<file path="config.mk">
export PLATFORM = sky130hd
export DESIGN_NAME = adc_serial_if
export DESIGN_NICKNAME = d
export VERILOG_FILES = /design/src/rtl/adc_if_pkg.sv /design/src/rtl/adc_if_sync.sv /design/src/rtl/adc_if_csfilt.sv /design/src/rtl/adc_if_conv.sv /design/src/rtl/adc_serial_if.sv
export SDC_FILE = /design/constraint.sdc
export NUM_CORES = 1
export LEC_CHECK = 0
export BUFFER_PORTS_ARGS = -buffer_cell sky130_fd_sc_hd__clkbuf_2
export CORE_MARGIN = 3
export CORE_UTILIZATION = 40
export CTS_BUF_LIST = sky130_fd_sc_hd__clkbuf_2 sky130_fd_sc_hd__clkbuf_4 sky130_fd_sc_hd__clkbuf_8
export DETAILED_ROUTE_END_ITERATION = 16
export PLACE_DENSITY_LB_ADDON = 0.25
export RECOVER_POWER = 100
export SYNTH_ARGS = -nofsm -noshare
export SYNTH_HDL_FRONTEND = slang
export SYNTH_SLANG_ARGS = --single-unit
</file>
<file path="constraint.sdc">
create_clock -name clk -period 5.78 [get_ports clk]
set_input_delay 0.578 -clock clk [delete_from_list [all_inputs] [get_ports clk]]
set_output_delay 0.578 -clock clk [all_outputs]
set_load 0.1 [all_outputs]
</file>
<file path="src/rtl/adc_if_pkg.sv">
package adc_if_pkg;
    typedef enum logic [1:0] {
        ST_IDLE  = 2'd0,
        ST_SHIFT = 2'd1,
        ST_TAIL  = 2'd2,
        ST_LOST  = 2'd3
    } fe_state_t;
endpackage

</file>
<file path="src/rtl/adc_if_sync.sv">
module adc_if_sync #(
    parameter int   STAGES  = 2,
    parameter logic RST_VAL = 1'b0
) (
    input  logic clk,
    input  logic rst_n,
    input  logic d,
    output logic q
);
    logic [STAGES-1:0] chain;

    always_ff @(posedge clk or negedge rst_n) begin
        if (!rst_n) chain <= {STAGES{RST_VAL}};
        else        chain <= {chain[STAGES-2:0], d};
    end

    assign q = chain[STAGES-1];
endmodule

</file>
<file path="src/rtl/adc_if_csfilt.sv">
module adc_if_csfilt #(
    parameter int STABLE = 72
) (
    input  logic clk,
    input  logic rst_n,
    input  logic cs_s,
    output logic cs_acc,
    output logic acc_fall,
    output logic acc_rise
);
    localparam int CW = $clog2(STABLE + 1);
    localparam logic [CW-1:0] LIMIT = CW'(STABLE - 1);

    logic [CW-1:0] run;
    logic          flip;

    assign flip     = (cs_s != cs_acc) && (run == LIMIT);
    assign acc_fall = flip && cs_acc;
    assign acc_rise = flip && !cs_acc;

    always_ff @(posedge clk or negedge rst_n) begin
        if (!rst_n) begin
            cs_acc <= 1'b1;
            run    <= '0;
        end else if (cs_s == cs_acc) begin
            run <= '0;
        end else if (flip) begin
            cs_acc <= cs_s;
            run    <= '0;
        end else begin
            run <= run + 1'b1;
        end
    end
endmodule

</file>
<file path="src/rtl/adc_if_conv.sv">
module adc_if_conv #(
    parameter int W           = 10,
    parameter int CONV_CYCLES = 1050
) (
    input  logic         clk,
    input  logic         rst_n,
    input  logic         go,
    input  logic [W-1:0] result_in,
    output logic         busy,
    output logic         done,
    output logic         start_q,
    output logic [W-1:0] result_q
);
    localparam int CTW = $clog2(CONV_CYCLES + 1);
    localparam logic [CTW-1:0] LOAD = CTW'(CONV_CYCLES);

    logic [CTW-1:0] left;

    assign busy = (left != '0);
    assign done = (left == CTW'(1));

    always_ff @(posedge clk or negedge rst_n) begin
        if (!rst_n) begin
            left     <= '0;
            start_q  <= 1'b0;
            result_q <= '0;
        end else begin
            start_q <= go;
            if (go)        left <= LOAD;
            else if (busy) left <= left - 1'b1;
            if (done)      result_q <= result_in;
        end
    end
endmodule

</file>
<file path="src/rtl/adc_serial_if.sv">
module adc_serial_if
    import adc_if_pkg::*;
#(
    parameter int W            = 10,
    parameter int MAX_CLKS     = 16,
    parameter int SAMPLE_FIRST = 3,
    parameter int CS_STABLE    = 72,
    parameter int TMO_CYCLES   = 475,
    parameter int CONV_CYCLES  = 1050
) (
    input  logic         clk,
    input  logic         rst_n,
    input  logic         cs_n,
    input  logic         io_clk,
    input  logic [W-1:0] conv_result,
    output logic         data_out,
    output logic         data_oe,
    output logic         sample_en,
    output logic         start_convert,
    output logic         busy,
    output logic         sync_err
);
    localparam int CNTW = $clog2(MAX_CLKS + 1);
    localparam int TW   = $clog2(TMO_CYCLES + 1);
    localparam logic [CNTW-1:0] LAST_BIT  = CNTW'(W - 1);
    localparam logic [CNTW-1:0] TENTH     = CNTW'(W);
    localparam logic [CNTW-1:0] FINAL     = CNTW'(MAX_CLKS);
    localparam logic [CNTW-1:0] FINAL_M1  = CNTW'(MAX_CLKS - 1);
    localparam logic [CNTW-1:0] SAMP_FROM = CNTW'(SAMPLE_FIRST);
    localparam logic [TW-1:0]   TMO_LIM   = TW'(TMO_CYCLES);

    // synchronized inputs and edges
    logic io_s, io_d, io_fall, io_rise;
    logic cs_s, cs_acc, cs_fall, cs_rise;

    adc_if_sync #(.STAGES(2), .RST_VAL(1'b0)) u_io_sync (
        .clk(clk), .rst_n(rst_n), .d(io_clk), .q(io_s)
    );
    adc_if_sync #(.STAGES(2), .RST_VAL(1'b1)) u_cs_sync (
        .clk(clk), .rst_n(rst_n), .d(cs_n), .q(cs_s)
    );
    adc_if_csfilt #(.STABLE(CS_STABLE)) u_cs_filt (
        .clk(clk), .rst_n(rst_n), .cs_s(cs_s),
        .cs_acc(cs_acc), .acc_fall(cs_fall), .acc_rise(cs_rise)
    );

    assign io_fall = io_d && !io_s;
    assign io_rise = !io_d && io_s;

    // conversion engine timer
    logic         go, conv_done;
    logic [W-1:0] res_q;

    adc_if_conv #(.W(W), .CONV_CYCLES(CONV_CYCLES)) u_conv (
        .clk(clk), .rst_n(rst_n), .go(go), .result_in(conv_result),
        .busy(busy), .done(conv_done), .start_q(start_convert),
        .result_q(res_q)
    );

    // state machine
    fe_state_t       state, state_n;
    logic [CNTW-1:0] cnt, cnt_n;
    logic [W-1:0]    word, word_n;
    logic [TW-1:0]   tcnt, tcnt_n;
    logic            late;

    assign late = (tcnt == TMO_LIM);

    always_ff @(posedge clk or negedge rst_n) begin
        if (!rst_n) begin
            state <= ST_IDLE;
            cnt   <= '0;
            word  <= '0;
            tcnt  <= '0;
            io_d  <= 1'b0;
        end else begin
            state <= state_n;
            cnt   <= cnt_n;
            word  <= word_n;
            tcnt  <= tcnt_n;
            io_d  <= io_s;
        end
    end

    always_comb begin
        state_n = state;
        cnt_n   = cnt;
        word_n  = word;
        go      = 1'b0;
        tcnt_n  = tcnt;
        if (state == ST_TAIL && cnt == TENTH && !late)
            tcnt_n = tcnt + 1'b1;
        unique case (state)
            ST_IDLE: begin
                if (cs_fall) begin
                    state_n = ST_SHIFT;
                    cnt_n   = '0;
                    word_n  = res_q;
                end
            end
            ST_SHIFT: begin
                if (cs_rise) begin
                    state_n = ST_IDLE;
                end else if (io_fall) begin
                    cnt_n  = cnt + 1'b1;
                    word_n = {word[W-2:0], 1'b0};
                    if (cnt == LAST_BIT) begin
                        state_n = ST_TAIL;
                        go      = 1'b1;
                        tcnt_n  = '0;
                    end
                end
            end
            ST_TAIL: begin
                if (cs_rise) begin
                    state_n = ST_IDLE;
                end else if (conv_done && (cnt == TENTH || cnt == FINAL)) begin
                    state_n = ST_SHIFT;
                    cnt_n   = '0;
                    word_n  = conv_result;
                end else if (io_rise && cnt == TENTH && late && busy) begin
                    state_n = ST_LOST;
                end else if (io_fall && cnt != FINAL) begin
                    cnt_n = cnt + 1'b1;
                    if (cnt == FINAL_M1 && !busy) begin
                        state_n = ST_SHIFT;
                        cnt_n   = '0;
                        word_n  = res_q;
                    end
                end
            end
            ST_LOST: begin
                if (cs_rise) state_n = ST_IDLE;
            end
            default: state_n = ST_IDLE;
        endcase
    end

    always_comb begin
        data_out  = 1'b0;
        data_oe   = 1'b1;
        sample_en = 1'b0;
        sync_err  = 1'b0;
        unique case (state)
            ST_IDLE:  data_oe = 1'b0;
            ST_SHIFT: begin
                data_out  = word[W-1];
                sample_en = (cnt >= SAMP_FROM);
            end
            ST_TAIL:  data_out = 1'b0;
            ST_LOST:  sync_err = 1'b1;
            default:  data_oe = 1'b0;
        endcase
    end
endmodule

</file>
# --- Yosys cells after proc, flatten, opt, wreduce, memory -nomap -nowiden ---
# Cells that the tools add are included.
word_totals:
  wordCells: 116
  latchBits: 0
  rom_bits: 0
  n_memories: 0
  in_bits: 14
  ramBits: 0
  reg_bits: 61
  out_inout_bits: 6
classes:
  add_sub_neg: 4
  magnitude_cmp: 1
  div_mod_pow: 0
  muxes: 46
  n_eq_ne: 25
  n_bitwise: 1
  n_shift: 0
  multipliers: 0
  n_reduce_logical: 27
ops:
  columns: ["cell", "count"]
  rows:
  - ["2-to-1 mux 10 bit", 8]
  - ["2-to-1 mux 9 bit", 5]
  - ["2-to-1 mux 5 bit", 8]
  - ["case mux 10 bit (3 select lines)", 1]
  - ["2-to-1 mux 11 bit", 2]
  - ["2-to-1 mux 2 bit", 10]
  - ["equality test 5 x 4 -> 1 bit, second input constant", 3]
  - ["case mux 5 bit (3 select lines)", 1]
  - ["2-to-1 mux 7 bit", 2]
  - ["logical AND 1 bit", 13]
  - ["equality test 11 x 1 -> 1 bit, second input constant", 1]
  - ["nonzero test 11 bit", 1]
  - ["subtractor 11 x 1 -> 11 bit, second input constant", 1]
  - ["inequality test 2 bit, second input constant", 5]
  - ["inequality test 5 x 2 -> 1 bit, second input constant", 2]
  - ["adder 9 x 1 -> 9 bit, second input constant", 1]
  - ["equality test 9 bit, second input constant", 1]
  - ["inequality test 3 bit, second input constant", 3]
  - ["2-to-1 mux 1 bit", 8]
  - ["case mux 2 bit (4 select lines)", 1]
  - ["AND reduction 8 bit", 1]
  - ["adder 7 x 1 -> 7 bit, second input constant", 1]
  - ["equality test 7 bit, second input constant", 1]
  - ["AND reduction 7 bit", 1]
  - ["other kinds (17)", 23]

# --- Longest topological paths before layout ---
# Gate-level depths: netlist of the first run.
logic_depth:
  word_depth: 9
  ltp_mapped: 9
  mapped_depth_nobuf: 8

# --- Modules after synthesis ---
# From an unflattened synthesis of the first run, not the netlist that was laid out.
hier_totals:
  cells_unflattened: 314
  area_unflattened_um2: 3345.7
by_module_without_submodules:
  columns: ["mod", "instances", "area_per_inst_um2", "cells_per_inst", "seq_area_each_um2"]
  rows:
  - ["adc_serial_if", 1, 1756.7, 187, 675.6]
  - ["adc_if_conv", 1, 1086.0, 88, 550.5]
  - ["adc_if_csfilt", 1, 400.4, 35, 201.4]
  - ["adc_if_sync at u_cs_sync", 1, 52.6, 2, 52.6]
  - ["adc_if_sync at u_io_sync", 1, 50.0, 2, 50.0]

# --- Worst setup path after synthesis of the first run ---
# OpenSTA, ideal clock, no wires.
synth_timing:
  path_type: "register to output"
  start: "reg state[1]"
  end: "out sample_en"
  slack_ns: 2.583
  stages_incl_launch_ff: 6
  required_ns: 5.202
  path_buffers: 1
  arrival_time_ns: 2.619
  cell_sequence: "dfrtp_1 inv_1 ha_1 clkbuf_1 inv_1 a31oi_1"
synth_between:
  elab_chain_cells: 2
synth_lines:
  columns: ["item", "line", "text"]
  rows:
  - ["start: declaration", "adc_serial_if.sv:61", "fe_state_t state, state_n;"]
  - ["start signal: assignment", "adc_serial_if.sv:77", "state <= state_n;"]
  - ["equality test 2 x 1 -> 1 bit", "adc_serial_if.sv:144", "unique case (state)"]
  - ["2-to-1 mux 1 bit", "adc_serial_if.sv:144", null]
  - ["end: declaration", "adc_serial_if.sv:18", "output logic sample_en,"]
# Every way passes these cells.

==> flow_metrics.py, run 1 <==
metrics = {
    "synthesis": {
        "synth.distinct_cells": 58,
        "synth_common_cells": "dfrtp_1, nor2_1, nand2_1",
        "syn_area_per_cell_sq_um": 10.5,
        "synthTopCellsByArea": "dfrtp_1, ha_1, mux2_2, xor2_1, nor2_1",
        "synth_edf_count": 0,
        "netlist.area_leader.share_pct": 46.1,
        "yosysTopAreaCell": "dfrtp_1",
        "synth_cells": 300,
        "ys_dominant_reg_cell": "dfrtp_1",
        "synth_seq_area_share_pct": 48.6,
        "yosys_warnings": 0,
        "synth_area_sq_mm": 0.00315,
        "syn_nets": 328,
        "yosysMostFrequentCell": "dfrtp_1",
        "ys_seq_elements": 61,
        "async_reset_ff_share_pct": 100,
    },
    "timing": {
        "max_freq_mhz": 308,
        "drv_slew": 62,
        "tightest_slew_ns": 3.23,
        "min_period_over_period_pct": 56.1,
        "fin_hold_ws_ns": 0.325,
        "setup_violations": 0,
        "relSlewSlack_pct": -116,
        "timing.final.ws_setup_ns": 2.54,
        "rsz0062_at_grt": "false",
        "setup_tns_ns": 0,
        "finalHoldViolations": 0,
        "fin_crit_ns": 3.24,
        "skew_ns": 0.0123,
    },
    "power": {
        "power_density_mw_per_mm2": 258,
        "power.leakage_nw": 1.63,
        "power.total_w": 0.000916,
        "ir_drop_uv": 121,
    },
    "place": {
        "place_ws_ns": 3.11,
        "dp_hpwl_um": 4150,
        "gp_congestion": 0.811,
        "io_buffers": 19,
        "dpl_cell_area_sq_mm": 0.00334,
    },
    "setup_path": {
        "crit_fanout": 61,
        "cpLargestDelayFamily": "buffers and inverters",
        "cp.required_ns": 5.50,
        "arrival_ns": 2.96,
        "crit_buf_inv": 2,
        "cp_slowest_cell": "clkbuf_1",
        "timing.rr.end": "u_conv.left[4]",
        "critPathLaunchType": "input pin",
        "endpoint_kind": "async pin",
        "reg2reg_slack_ns": 2.97,
        "worstSetupPathType": "in -> async",
        "r2r_start": "u_cs_filt.run[3]",
        "ff2ff_path_depth": 6,
        "cpPeakStageDelay_ns": 2.26,
        "path_cells": "clkbuf_2 > clkbuf_1",
    },
    "routing": {
        "num_vias": 2257,
        "drt_iter0_drc": 169,
        "drc": 0,
        "routed_via_density": 5.29,
        "ant_nets": 0,
        "wl_um": 6200,
        "drt_pass1_iterations": 4,
        "routedWlPerCell_um": 14.5,
    },
    "cts": {
        "clk_path_buf_depth": 2,
        "cts_setup_buffers": 0,
        "cts_buffers": 9,
        "root_buffer": "clkbuf_8",
        "cts_tree": "yes",
        "clock_latency_ns": 0.34,
        "clock_sinks": 61,
        "cts_resized": 0,
        "hold_buffers": 0,
        "cts_max_level": 3,
        "clkTransAtPathRegs_ns": 0.06,
    },
    "worst_hold_path": {
        "min_from": "cs_n",
        "min_to": "u_cs_sync.chain[0]",
        "hold_path_class": "in -> reg",
        "holdPathStages": 1,
    },
    "floorplan": {
        "die_w_um": 94.7,
        "core_sq_mm": 0.00745,
        "rows": 31,
        "start_util_pct": 42.2,
        "ios": 20,
        "chipHeight_um": 94.7,
        "dieArea_sq_mm": 0.00896,
    },
    "global_routing": {
        "grt_pass1_wl_um": 10900,
        "grt_usage_pct": 15.6,
        "grt_pass1_vias": 2253,
        "grt_remaining_overflow": 0,
        "grt_max_degree": 62,
        "grt_antenna_before_repair": 0,
    },
    "layout": {
        "fillCellCount": 737,
        "fin_area_sq_mm": 0.00355,
        "areaGrowthSynthToFinish_pct": 12.8,
        "final_nets": 351,
        "drive_gt1_share_pct": 16.5,
        "n_antenna_cell": 0,
    },
    "run": {
        "cap_violations": 1,
    },
    "outcome": {
        "failed_checks": "max-capacitance violations, max-slew violations",
        "status": "finished, violations left",
    },
}
==> layer usage <==
layer	routed length, um	track usage [%]	up-vias
li1	-	-	1110
met1	3130	21.3	1105
met2	2820	23.5	35
met3	196	5.26	7
met4	55	4.69	0
met5	0	0	-
==> flip-flops by register name, indices dropped and copies added, names as in the netlist, 2 cells and up <==
signal / cells
u_cs_filt.run: 7
state: 2
u_conv.result_q: 10
u_cs_sync.chain: 2
tcnt: 9
u_io_sync.chain: 2
u_conv.left: 11
cnt: 5
word: 10
==> how the worst max path moves through the flow <==
stage	from	end	slack [ns]	cells past startpoint
4_1_cts	state[1]	sample_en	2.98	5
5_1_grt	rst_n	word[5]	1.80	2
3_5_place_dp	u_conv.left[1]	word[7]	3.11	8
3_3_place_gp	u_conv.left[1]	word[9]	3.20	8
2_1_floorplan	state[1]	sample_en	2.58	5
6_report	rst_n	state[0]	2.54	2
==> per-stage QoR <==
step	instances	util (%)
2_1_floorplan	300	-
4_1_cts	427	48.2
3_5_place_dp	411	44.9
5_1_grt	427	47.6
6_report	427	47.6
3_3_place_gp	411	44.9
==> placed cells by master, fill, tap and decap left out, types with 4 or more instances in the layout <==
cell type  synthesis  routed
a22oi_1            9       9
nand2_1           30      30
o21ai_0           13      14
nand4_1            9       9
clkbuf_1           7       8
clkbuf_2           0      13
mux2_2            12      12
dfrtp_1           58      58
ha_1              14      14
nor2_1            32      33
nand3_1           10      10
inv_1             12      12
xor2_1            15      15
a22o_1            11      11
xnor2_1            4       4
clkbuf_8           0      13
==> final cells by class <==
type | count | area, sq um | area share (%)
multi-input combinational | 217 | 1500 | 42.4
inverter | 13 | 51.3 | 1.45
sequential | 61 | 1530 | 43.1
clock buffer | 13 | 179 | 5.04
tap | 99 | 124 | 3.49
clock inverter | 3 | 65.1 | 1.83
timing repair buffer | 21 | 95.1 | 2.68
==> power by group <==
group          internal, W  leakage (nW)  switching [W]
sequential        0.000435         0.757     0.00000424
clock             0.000289         0.126       0.000164
combinational   0.00000961         0.744      0.0000143
total             0.000734          1.63       0.000182
==> kinds of logic after synthesis <==
family	share of synthesized area (%)
flops	48.6
fa+ha+maj	5.57
simple gates	18.7
compound gates	14.0
mux	4.93
buf+inv	2.94
xor+xnor	5.29
Note: power is estimated with default switching activity, not from simulation.
==> run 2, diff against run 1 <==
==> constraint.sdc (replaced) <==
create_clock -name clk -period 2.7 [get_ports clk]
set_input_delay 0.27 -clock clk [delete_from_list [all_inputs] [get_ports clk]]
set_output_delay 0.27 -clock clk [all_outputs]
set_load 0.1 [all_outputs]
==> run 2 against run 1 <==
The flow still finishes with violations (max-capacitance violations, max-slew violations). Cell count grew 1.6%. Worst setup slack lost 2.3 ns. Sequential power grew 110%. Combinational power grew 120%. Critical path depth grew 6. Routed wire length shrank 2.7%. Core utilization grew 0.050 points. Clock power grew 79%. Register-to-register slack lost 2.7 ns. Clock skew shrank 0.0035 ns. Largest cell class unchanged.
==> flow_metrics.py, run 2 (same netlist as run 1, synthesis figures left out) <==
metrics = {
    "outcome": {
        "status": "finished, violations left",
        "failed_checks": "max-capacitance violations, max-slew violations",
    },
    "global_routing": {
        "grt_usage_pct": 15.2,
        "grt_max_degree": 32,
        "grt_remaining_overflow": 0,
        "grt_pass1_vias": 2269,
        "grt_antenna_before_repair": 0,
        "grt_pass1_wl_um": 10700,
    },
    "power": {
        "p_seq_share_pct": 52.0,
        "p_sw_w": 0.000383,
        "ir_drop_uv": 212,
        "netSwitchingFraction_pct": 21.2,
        "p_clk_share_pct": 45.0,
        "p_comb_share_pct": 2.9,
        "power_density_mw_per_mm2": 508,
        "power.leakage_nw": 1.64,
        "p_int_w": 0.00142,
    },
    "layout": {
        "areaGrowthSynthToFinish_pct": 12.9,
        "top_register": "u_conv.left",
        "final_cell_mix": "dfrtp_1, nor2_1, nand2_1",
        "n_antenna_cell": 0,
        "largest_reg_flops": 11,
        "drive_gt1_share_pct": 17.6,
        "final_nets": 358,
        "stdcell_count": 434,
        "top_regs": "u_conv.left (11), u_conv.result_q (10), word (10)",
        "final_common_cell": "dfrtp_1",
    },
    "place": {
        "gp_congestion": 0.798,
        "io_buffers": 19,
        "placed_cells": 417,
        "dp_hpwl_um": 4250,
    },
    "routing": {
        "wl_um": 6040,
        "num_vias": 2292,
        "routedWlPerCell_um": 13.9,
        "ant_nets": 0,
        "drt_pass1_iterations": 5,
        "routed_via_density": 5.28,
        "drt_iter0_drc": 124,
        "drc": 0,
    },
    "timing": {
        "fin_hold_ws_ns": 0.0465,
        "setup_tns_ns": 0,
        "min_period_over_period_pct": 89.7,
        "relSlewSlack_pct": -6.41,
        "tightest_slew_ns": 1.60,
        "skew_ns": 0.00884,
        "rsz0062_at_grt": "false",
        "fin_crit_ns": 2.42,
        "setup_violations": 0,
        "max_freq_mhz": 413,
        "drv_slew": 32,
        "finalHoldViolations": 0,
    },
    "worst_hold_path": {
        "hold_path_class": "in -> reg",
        "holdPathStages": 1,
    },
    "setup_path": {
        "crit_fanout": 7,
        "endpoint_kind": "register",
        "ff2ff_path_depth": 8,
        "cp.required_ns": 2.92,
        "critPathLaunchType": "register",
        "arrival_ns": 2.64,
        "reg2reg_slack_ns": 0.28,
        "worstSetupPathType": "reg -> reg",
    },
    "cts": {
        "cts_max_level": 3,
        "root_buffer": "clkbuf_8",
        "clkTransAtPathRegs_ns": 0.07,
        "cts_tree": "yes",
        "clk_path_buf_depth": 2,
        "cts_resized": 0,
        "cts_buffers": 9,
        "clock_latency_ns": 0.33,
        "cts_setup_buffers": 0,
        "clock_sinks": 61,
    },
    "floorplan": {
        "rows": 31,
        "dieArea_sq_mm": 0.00896,
        "start_util_pct": 42.2,
        "ios": 20,
        "die_w_um": 94.7,
        "chipHeight_um": 94.7,
        "core_sq_mm": 0.00745,
    },
    "run": {
        "cap_violations": 1,
    },
}
run 2: final timing paths:
path,from,to
min,io_clk,u_io_sync.chain[0]
max,cnt[0],cnt[3]
min reg2reg,u_cs_sync.chain[0],u_cs_sync.chain[1]
min in group asynchronous,rst_n,tcnt[6]
max reg2reg,cnt[0],cnt[3]
max in group asynchronous,rst_n,word[5]
run 2: power groups by stage:
| stage | Sequential [W] | Combinational (W) | Clock [W] |
|---|---|---|---|
| floorplan | 0.000954 | 0.0000200 | 0 |
| global placement | 0.000955 | 0.0000553 | 0 |
| detailed placement | 0.000956 | 0.0000556 | 0 |
| CTS | 0.000939 | 0.0000570 | 0.000839 |
| global route | 0.000940 | 0.0000619 | 0.000887 |
| finish | 0.000939 | 0.0000527 | 0.000812 |
run 2: layout make-up:
type	instances	area (sq um)
clock buffer	12	153
clock inverter	4	47.5
fill	732	3900
inverter	13	51.3
multi-input combinational	217	1500
sequential	61	1530
tap	99	124
timing repair buffer	28	143
run 2: repair_timing:
| item | CTS | global route |
|---|---|---|
| endpoints found under the setup margin | 0 | 0 |
| hold endpoints to repair | 1 | 0 |
| hold buffers | 1 | 0 |
run 2: through the flow:
| stage | util (%) | total power [W] | setup slack, ns | instance area, sq um |
|---|---|---|---|---|
| final | 47.7 | 0.00180 | 0.279 | 3550 |
| after global routing | 47.7 | 0.00189 | 0.0787 | 3550 |
| after CTS | 48.4 | 0.00184 | 0.276 | 3600 |
| after detailed placement | 45.6 | 0.00101 | 0.369 | 3390 |
| after global placement | 45.6 | 0.00101 | 0.359 | 3390 |
| after floorplan | - | 0.000974 | 0.352 | 3150 |
run 2: per-layer routing:
layer  track usage [%]  vias to the layer above  wire length, um
met1              21.0                     1120             3000
met3              3.11                        8              149
met5                 0                        -                0
met2              22.9                       33             2780
met4              6.73                        0              111
li1                  -                     1131                -
run 2: worst max-delay path, stage by stage, from the launching register on:
cell and delay, ns:
dfrtp_1 0.41, inv_1 0.10, ha_1 0.20, and4bb_1 0.25, nor2_1 0.25, o21ai_0 0.17, o21bai_1 0.44, nor2_1 0.16
a221o_1 0.32
